==> config.mk <==
export PLATFORM = sky130hd
export DESIGN_NAME = tsf_top
export DESIGN_NICKNAME = d
export VERILOG_FILES = /design/src/rtl/tsf_pkg.sv /design/src/rtl/tsf_timer.sv /design/src/rtl/tsf_resp.sv /design/src/rtl/tsf_ctrl.sv /design/src/rtl/tsf_top.sv
export SDC_FILE = /design/constraint.sdc
export NUM_CORES = 1
export LEC_CHECK = 0
export ABC_AREA = 1
export CAP_MARGIN = 0
export CORE_MARGIN = 2
export CORE_UTILIZATION = 45
export CTS_CLUSTER_DIAMETER = 50
export CTS_CLUSTER_SIZE = 10
export DETAILED_ROUTE_END_ITERATION = 8
export GPL_ROUTABILITY_DRIVEN = 0
export PLACE_DENSITY = 0.66
export SLEW_MARGIN = 20
export SYNTH_ARGS = -nofsm -noshare
export SYNTH_HDL_FRONTEND = slang
export SYNTH_HIERARCHICAL = 1
export SYNTH_SLANG_ARGS = --single-unit
==> constraint.sdc <==
create_clock -name clk -period 3.2 [get_ports clk]
set_input_delay 0.32 -clock clk [delete_from_list [all_inputs] [get_ports clk]]
set_output_delay 0.32 -clock clk [all_outputs]
set_load 0.01 [all_outputs]
==> src/rtl/tsf_pkg.sv <==
package tsf_pkg;

   typedef enum logic [2:0] {
      ST_IDLE,
      ST_SETUP,
      ST_SETTLE,
      ST_PULSE,
      ST_LISTEN,
      ST_DECIDE,
      ST_APPLY
   } tsf_state_e;

   typedef enum logic [1:0] {
      PH_UPPER,
      PH_LOWER,
      PH_SAR
   } tsf_phase_e;

   typedef enum logic [1:0] {
      TS_OK      = 2'd0,
      TS_NOFIRE  = 2'd1,
      TS_ALLFIRE = 2'd2
   } tsf_status_e;

endpackage

==> src/rtl/tsf_timer.sv <==
module tsf_timer #(
   parameter int TW = 10
) (
   input  logic          clk,
   input  logic          rst_n,
   input  logic          load,
   input  logic [TW-1:0] load_val,
   output logic          expired
);

   if (TW < 1) begin : g_bad_tw
      $error("tsf_timer: TW must be at least 1");
   end

   logic [TW-1:0] cnt;

   always_ff @(posedge clk or negedge rst_n) begin
      if (!rst_n)           cnt <= '0;
      else if (load)        cnt <= load_val;
      else if (cnt != '0)   cnt <= cnt - 1'b1;
   end

   assign expired = (cnt == '0);

   // an unloaded running count steps down by exactly one per cycle
   a_r3_tmr_step: assert property (@(posedge clk) disable iff (!rst_n)
      (!load && cnt != '0) |=> (cnt == $past(cnt) - 1'b1));

endmodule

==> src/rtl/tsf_resp.sv <==
module tsf_resp #(
   parameter int SYNC_STAGES = 2,
   parameter int HW          = 8
) (
   input  logic          clk,
   input  logic          rst_n,
   input  logic          disc_i,
   input  logic          clear,
   input  logic          arm,
   input  logic          window,
   output logic [HW-1:0] hits
);

   logic disc_s;
   logic prev;
   logic hit;
   logic take;

   if (SYNC_STAGES == 0) begin : g_nosync
      assign disc_s = disc_i;
   end else begin : g_sync
      logic [SYNC_STAGES-1:0] sr;
      always_ff @(posedge clk or negedge rst_n) begin
         if (!rst_n) sr <= '0;
         else        sr <= (sr << 1) | SYNC_STAGES'(disc_i);
      end
      assign disc_s = sr[SYNC_STAGES-1];
   end

   always_ff @(posedge clk or negedge rst_n) begin
      if (!rst_n) prev <= 1'b0;
      else        prev <= disc_s;
   end

   assign take = window & disc_s & ~prev & ~hit & ~arm & ~clear;

   always_ff @(posedge clk or negedge rst_n) begin
      if (!rst_n) begin
         hit  <= 1'b0;
         hits <= '0;
      end else begin
         if (clear || arm) hit <= 1'b0;
         else if (take)    hit <= 1'b1;
         if (clear)        hits <= '0;
         else if (take)    hits <= hits + 1'b1;
      end
   end

   // once a pulse has been credited, the count stays put until the next pulse
   a_r6_one_per_pulse: assert property (@(posedge clk) disable iff (!rst_n)
      (hit && !arm && !clear) |=> (hits == $past(hits)));

   // outside a clear the count never shrinks
   a_r6_monotone: assert property (@(posedge clk) disable iff (!rst_n)
      !clear |=> (hits >= $past(hits)));

endmodule

==> src/rtl/tsf_ctrl.sv <==
module tsf_ctrl
   import tsf_pkg::*;
#(
   parameter int CODE_W     = 12,
   parameter int CH_W       = 4,
   parameter int BURST_W    = 8,
   parameter int SETTLE_W   = 10,
   parameter int LISTEN_CYC = 8,
   parameter int TW         = 10
) (
   input  logic                clk,
   input  logic                rst_n,
   input  logic                start_i,
   input  logic [CH_W-1:0]     chan_i,
   input  logic [BURST_W-1:0]  burst_i,
   input  logic [CODE_W-1:0]   lo_i,
   input  logic [CODE_W-1:0]   hi_i,
   input  logic [SETTLE_W-1:0] settle_i,
   input  logic                tmr_expired,
   input  logic [BURST_W-1:0]  hits_i,
   output logic                tmr_load,
   output logic [TW-1:0]       tmr_val,
   output logic                resp_clear,
   output logic                resp_arm,
   output logic                window,
   output logic                busy_o,
   output logic [CH_W-1:0]     chan_o,
   output logic [CODE_W-1:0]   dac_o,
   output logic                pulse_o,
   output logic                done_o,
   output logic [CODE_W-1:0]   result_o,
   output logic [1:0]          status_o
);

   localparam int IDX_W = (CODE_W > 1) ? $clog2(CODE_W) : 1;

   tsf_state_e          st;
   tsf_phase_e          phase;
   logic [IDX_W-1:0]    bit_idx;
   logic [CODE_W-1:0]   acc;
   logic [CODE_W-1:0]   lo_q, hi_q;
   logic [BURST_W-1:0]  burst_q;
   logic [SETTLE_W-1:0] settle_q;
   logic [BURST_W-1:0]  left;
   logic                fire_q;

   logic [CODE_W-1:0]   trial;
   logic [CODE_W-1:0]   sar_next;
   logic                skip, skip_fire, fire_meas;

   always_comb begin
      case (phase)
         PH_UPPER: trial = hi_q;
         PH_LOWER: trial = lo_q;
         default:  trial = acc | (CODE_W'(1) << bit_idx);
      endcase
   end

   assign skip      = (phase == PH_SAR) && ((trial <= lo_q) || (trial >= hi_q));
   assign skip_fire = (trial > lo_q);
   assign fire_meas = ({hits_i, 1'b0} >= {1'b0, burst_q});
   assign sar_next  = fire_q ? acc : trial;

   always_ff @(posedge clk or negedge rst_n) begin
      if (!rst_n) begin
         st       <= ST_IDLE;
         phase    <= PH_UPPER;
         bit_idx  <= '0;
         acc      <= '0;
         lo_q     <= '0;
         hi_q     <= '0;
         burst_q  <= '0;
         settle_q <= '0;
         left     <= '0;
         fire_q   <= 1'b0;
         chan_o   <= '0;
         dac_o    <= '0;
         done_o   <= 1'b0;
         result_o <= '0;
         status_o <= TS_OK;
      end else begin
         done_o <= 1'b0;
         case (st)
            ST_IDLE: if (start_i) begin
               chan_o   <= chan_i;
               lo_q     <= lo_i;
               hi_q     <= hi_i;
               settle_q <= settle_i;
               burst_q  <= (burst_i == '0) ? BURST_W'(1) : burst_i;
               phase    <= PH_UPPER;
               st       <= ST_SETUP;
            end
            ST_SETUP: if (skip) begin
               fire_q <= skip_fire;
               st     <= ST_APPLY;
            end else begin
               dac_o <= trial;
               left  <= burst_q;
               st    <= ST_SETTLE;
            end
            ST_SETTLE: if (tmr_expired) st <= ST_PULSE;
            ST_PULSE: begin
               left <= left - 1'b1;
               st   <= ST_LISTEN;
            end
            ST_LISTEN: if (tmr_expired) st <= (left == '0) ? ST_DECIDE : ST_PULSE;
            ST_DECIDE: begin
               fire_q <= fire_meas;
               st     <= ST_APPLY;
            end
            ST_APPLY: begin
               case (phase)
                  PH_UPPER: if (!fire_q) begin
                     result_o <= hi_q;
                     status_o <= TS_NOFIRE;
                     done_o   <= 1'b1;
                     st       <= ST_IDLE;
                  end else begin
                     phase <= PH_LOWER;
                     st    <= ST_SETUP;
                  end
                  PH_LOWER: if (fire_q) begin
                     result_o <= lo_q;
                     status_o <= TS_ALLFIRE;
                     done_o   <= 1'b1;
                     st       <= ST_IDLE;
                  end else begin
                     phase   <= PH_SAR;
                     acc     <= '0;
                     bit_idx <= IDX_W'(CODE_W - 1);
                     st      <= ST_SETUP;
                  end
                  default: begin
                     acc <= sar_next;
                     if (bit_idx == '0) begin
                        result_o <= sar_next + 1'b1;
                        status_o <= TS_OK;
                        done_o   <= 1'b1;
                        st       <= ST_IDLE;
                     end else begin
                        bit_idx <= bit_idx - 1'b1;
                        st      <= ST_SETUP;
                     end
                  end
               endcase
            end
            default: st <= ST_IDLE;
         endcase
      end
   end

   assign tmr_load   = ((st == ST_SETUP) && !skip) || (st == ST_PULSE);
   assign tmr_val    = (st == ST_PULSE) ? TW'(LISTEN_CYC) : TW'(settle_q);
   assign resp_clear = (st == ST_SETUP);
   assign resp_arm   = (st == ST_PULSE);
   assign window     = (st == ST_PULSE) || (st == ST_LISTEN);
   assign pulse_o    = (st == ST_PULSE);
   assign busy_o     = (st != ST_IDLE);

   // the settle wait is left only once the timer has run out
   a_r3_settle_hold: assert property (@(posedge clk) disable iff (!rst_n)
      (st == ST_SETTLE && !tmr_expired) |=> (st == ST_SETTLE));

   // the DAC code does not move in the cycle a pulse is fired
   a_r4_dac_steady: assert property (@(posedge clk) disable iff (!rst_n)
      pulse_o |-> $stable(dac_o));

   // the response tally can never exceed the pulses in the burst
   a_r5_hits_bound: assert property (@(posedge clk) disable iff (!rst_n)
      (st == ST_DECIDE) |-> (hits_i <= burst_q));

   // an in-range result lies inside the commanded bounds
   a_r7_in_bounds: assert property (@(posedge clk) disable iff (!rst_n)
      (done_o && status_o == TS_OK) |-> (result_o > lo_q && result_o <= hi_q));

   // completion strobe lasts one cycle
   a_r10_done_pulse: assert property (@(posedge clk) disable iff (!rst_n)
      done_o |=> !done_o);

   // the channel is frozen while a search runs
   a_r2_chan_hold: assert property (@(posedge clk) disable iff (!rst_n)
      (busy_o && $past(busy_o)) |-> $stable(chan_o));

endmodule

==> src/rtl/tsf_top.sv <==
module tsf_top #(
   parameter int CODE_W      = 12,
   parameter int CH_W        = 4,
   parameter int BURST_W     = 8,
   parameter int SETTLE_W    = 10,
   parameter int LISTEN_CYC  = 8,
   parameter int SYNC_STAGES = 2
) (
   input  logic                clk,
   input  logic                rst_n,
   input  logic                start_i,
   input  logic [CH_W-1:0]     chan_i,
   input  logic [BURST_W-1:0]  burst_i,
   input  logic [CODE_W-1:0]   lo_i,
   input  logic [CODE_W-1:0]   hi_i,
   input  logic [SETTLE_W-1:0] settle_i,
   input  logic                disc_i,
   output logic                busy_o,
   output logic [CH_W-1:0]     chan_o,
   output logic [CODE_W-1:0]   dac_o,
   output logic                pulse_o,
   output logic                done_o,
   output logic [CODE_W-1:0]   result_o,
   output logic [1:0]          status_o
);

   localparam int LST_W = $clog2(LISTEN_CYC + 1);
   localparam int TW    = (SETTLE_W > LST_W) ? SETTLE_W : LST_W;

   if (CODE_W < 2) begin : g_bad_code
      $error("tsf_top: CODE_W must be at least 2");
   end
   if (BURST_W < 1) begin : g_bad_burst
      $error("tsf_top: BURST_W must be at least 1");
   end
   if (LISTEN_CYC < SYNC_STAGES + 4) begin : g_bad_listen
      $error("tsf_top: LISTEN_CYC too short for the response path");
   end

   logic               tmr_load, tmr_expired;
   logic [TW-1:0]      tmr_val;
   logic               resp_clear, resp_arm, window;
   logic [BURST_W-1:0] hits;

   tsf_timer #(.TW(TW)) i_timer (
      .clk      (clk),
      .rst_n    (rst_n),
      .load     (tmr_load),
      .load_val (tmr_val),
      .expired  (tmr_expired)
   );

   tsf_resp #(.SYNC_STAGES(SYNC_STAGES), .HW(BURST_W)) i_resp (
      .clk    (clk),
      .rst_n  (rst_n),
      .disc_i (disc_i),
      .clear  (resp_clear),
      .arm    (resp_arm),
      .window (window),
      .hits   (hits)
   );

   tsf_ctrl #(
      .CODE_W     (CODE_W),
      .CH_W       (CH_W),
      .BURST_W    (BURST_W),
      .SETTLE_W   (SETTLE_W),
      .LISTEN_CYC (LISTEN_CYC),
      .TW         (TW)
   ) i_ctrl (
      .clk         (clk),
      .rst_n       (rst_n),
      .start_i     (start_i),
      .chan_i      (chan_i),
      .burst_i     (burst_i),
      .lo_i        (lo_i),
      .hi_i        (hi_i),
      .settle_i    (settle_i),
      .tmr_expired (tmr_expired),
      .hits_i      (hits),
      .tmr_load    (tmr_load),
      .tmr_val     (tmr_val),
      .resp_clear  (resp_clear),
      .resp_arm    (resp_arm),
      .window      (window),
      .busy_o      (busy_o),
      .chan_o      (chan_o),
      .dac_o       (dac_o),
      .pulse_o     (pulse_o),
      .done_o      (done_o),
      .result_o    (result_o),
      .status_o    (status_o)
   );

endmodule

==> run metrics <==
GRT Total Usage=23.21%; io pins=83; Worst setup SP type=register; Max Freq=329.2 MHz; Layout area overhead=24.66%; most common cell after layout, fill and taps aside=nand2_1; post-layout util=56.75%; post-synth top area cell=dfrtp_1; max_cap viols=0; worst path cell trace=clkinvlp_4 -> buf_4 -> buf_4 -> nand3_1 -> nand2_1 -> nand2_1 -> nand2_1 -> ha_1 -> a21oi_1 -> o21ai_0 -> nand2_1 -> nand4_1 -> o21ai_2 -> nand2_1 -> nand2_2 -> inv_4 -> or2_2 -> nand2_1 -> nor2_2; Iter 0 DRT Violations=524; CTS tree=done; switching share of power=44.27%; WP data arrival=3.35 ns; die height=132.8 um; area share of the largest cell type after synthesis=41.88%; mapped cell area=0.007470 mm2; gate count after technology mapping=1005; worst setup path start=i_ctrl/bit_idx[2]; TritonCTS Sinks=125; most common cell type on the critical path=nand2_1; H-tree levels=4; vias per std cell=5.156; Seq pwr share=27.1%; via count=6894; CP max FO=12; Psw=4.463 mW; combinational share of power=52.1%; Ys Warns=6; Power Dens Cells=1082 mW/mm2; Post-DRT Antenna Nets=0; Total Power=10.08 mW; n_diodes=0; critical path class=reg2reg; final net count=1194; fraction of layout cells with a size suffix above 1=11.28%; Yosys reg bits=125; average size of a mapped cell=7.433 um2; Inserted Clock Buffers=17; largest net degree at the start of global routing=104; final std cells w/o fill=1337; Int Power=5.617 mW; Worst path max stage delay=0.45 ns; Slew HR=54.65%; placed cells=1294; Lkg Pwr=4.615 nW; worst skew pair latency=0.42 ns; Synth area leaders=dfrtp_1 42%, nand2_1 15%, nand3_1 6.9%; row count=47; Max Slew Vio Count=0; Hold Crit Class=in2async; Final Hold Vio Count=0; final WL=20050 um; Setup TNS=0 ns; Setup Skew=0.01105 ns; die area=0.01765 mm2; Synth Net Count=1095; first-pass GRT wire length=32570 um; core area=0.01641 mm2; worst slew pin tran=0.6803 ns; Die W=132.8 um; Clock Pin Slew Worst Setup and Hold Paths=0.06 ns; required time worst endpoint=3.51 ns; CP max-delay cell=dfrtp_2; drt wl/cell=15.00 um; peak supply drop=0.0004659 V; outcome=completed; drt pass-1 iters=7; Initial Utilization=45.53%; HPWL Detailed=14360 um; unrepaired setup endpoints after global routing=no; initial antenna violation count=0; vias in the first global route=6614; input/output buffers=82; global-route congestion overflow total=0; Root Buffer=clkbuf_16; Final period util=94.91%; Final setup viols=0; Clock Path Buffers=2; final hold slack=0.3377 ns; worst r2r src=i_ctrl/bit_idx[2]; post-synthesis sequential area ratio=41.88%; Tmin final=3.037 ns; drc violations=0; Clk network pwr share=20.8%; Crit. End Element=register; Netlist cell types=44; most frequent cells in the layout=286 x nand2_1, 122 x dfrtp_1, 119 x inv_1
## area by class of cell
class / instances / area [um2]
tap: 220 / 275.3
timing repair buffer: 113 / 1072
clock buffer: 19 / 452.9
inverter: 134 / 515.5
sequential: 125 / 3132
fill: 1505 / 7096
clock inverter: 13 / 188.9
multi-input combinational: 713 / 3675
## registers in the layout (all words and copies together), names as in the netlist
name,cells
i_timer/cnt,10
i_resp/hit,1
i_ctrl/burst_q,8
i_ctrl/done_o,1
i_ctrl/acc,12
i_ctrl/result_o,12
i_resp/g_sync.sr,2
i_ctrl/lo_q,12
i_ctrl/fire_q,1
i_ctrl/dac_o,12
i_ctrl/chan_o,4
i_resp/prev,1
i_ctrl/st,3
i_ctrl/phase,2
i_resp/hits,8
i_ctrl/status_o,2
i_ctrl/hi_q,12
i_ctrl/left,8
i_ctrl/settle_q,10
i_ctrl/bit_idx,4
## worst max-delay path: cells and delay by family, from the launching register on
family | cells | cell delay, ns
compound gates | 3 | 0.47
fa+ha+maj | 1 | 0.32
buf+inv | 4 | 0.51
flops | 1 | 0.45
simple gates | 11 | 1.19
## layer usage
metal / track usage (%) / up-vias / part of all wire [%]
li1: - / 3435 / -
met1: 29.91 / 3203 / 44
met2: 38.57 / 211 / 48
met3: 4.636 / 45 / 4.8
met4: 8.961 / 0 / 3.0
met5: 0 / - / 0
## worst paths after layout
check / to / cells past startpoint / slack (ns)
setup / recovery: i_timer/cnt[9] / 19 / 0.16
hold / removal: i_resp/g_sync.sr[1] / 2 / 0.34
setup reg to reg: i_timer/cnt[9] / 19 / 0.16
hold reg to reg: i_resp/g_sync.sr[1] / 0 / 0.36
max in group asynchronous: i_ctrl/phase[1] / 3 / 1.98
min in group clk: i_resp/g_sync.sr[0] / 1 / 0.35
## Yosys cell counts, drive strengths merged
cell / number
nor3b: 1
o31ai: 1
clkbuf: 7
xor2: 2
o21bai: 3
buf: 26
a2bb2oi: 5
nor4: 3
o22ai: 11
a22oi: 1
nand3: 106
ha: 40
o211ai: 2
xnor2: 1
a21o: 2
nor3: 5
a21boi: 2
a21oi: 25
nand4: 11
or2: 9
a31oi: 1
inv: 134
nor2: 88
o21ai: 93
and2: 4
nand2: 297
dfrtp: 125
## repair_timing
action,in CTS,in global routing
setup endpoints to repair,0,26
resized for setup,0,19
hold buffers,1,0
buffers inserted,0,10
endpoints found under the hold margin,22,0
## cell families after synthesis
group | synth area share (%)
buffers and inverters | 9.213
AND/OR/NAND/NOR | 31.26
flip-flops | 41.88
XOR/XNOR | 0.3518
AO/OA/AOI/OAI | 10.60
adder cells (fa/ha/maj) | 6.700
## metrics by stage
| step | instance area, um2 | setup slack (ns) |
|---|---|---|
| finish | 9311 | 0.1628 |
| global route | 9311 | 0.001790 |
| CTS | 9193 | 0.07350 |
| detailed placement | 8541 | 0.09456 |
| global placement | 8541 | 0.1628 |
| floorplan | 7470 | 0.3436 |
## power by group through the flow
stage / clock network (mW) / logic, mW / registers [mW]
6_report: 2.09 / 5.26 / 2.73
5_1_grt: 2.20 / 5.91 / 2.81
4_1_cts: 2.13 / 5.09 / 2.73
3_5_place_dp: 0 / 5.02 / 2.74
3_3_place_gp: 0 / 4.95 / 2.73
2_1_floorplan: 0 / 3.43 / 2.69
Power figures use the tool's default switching activity.
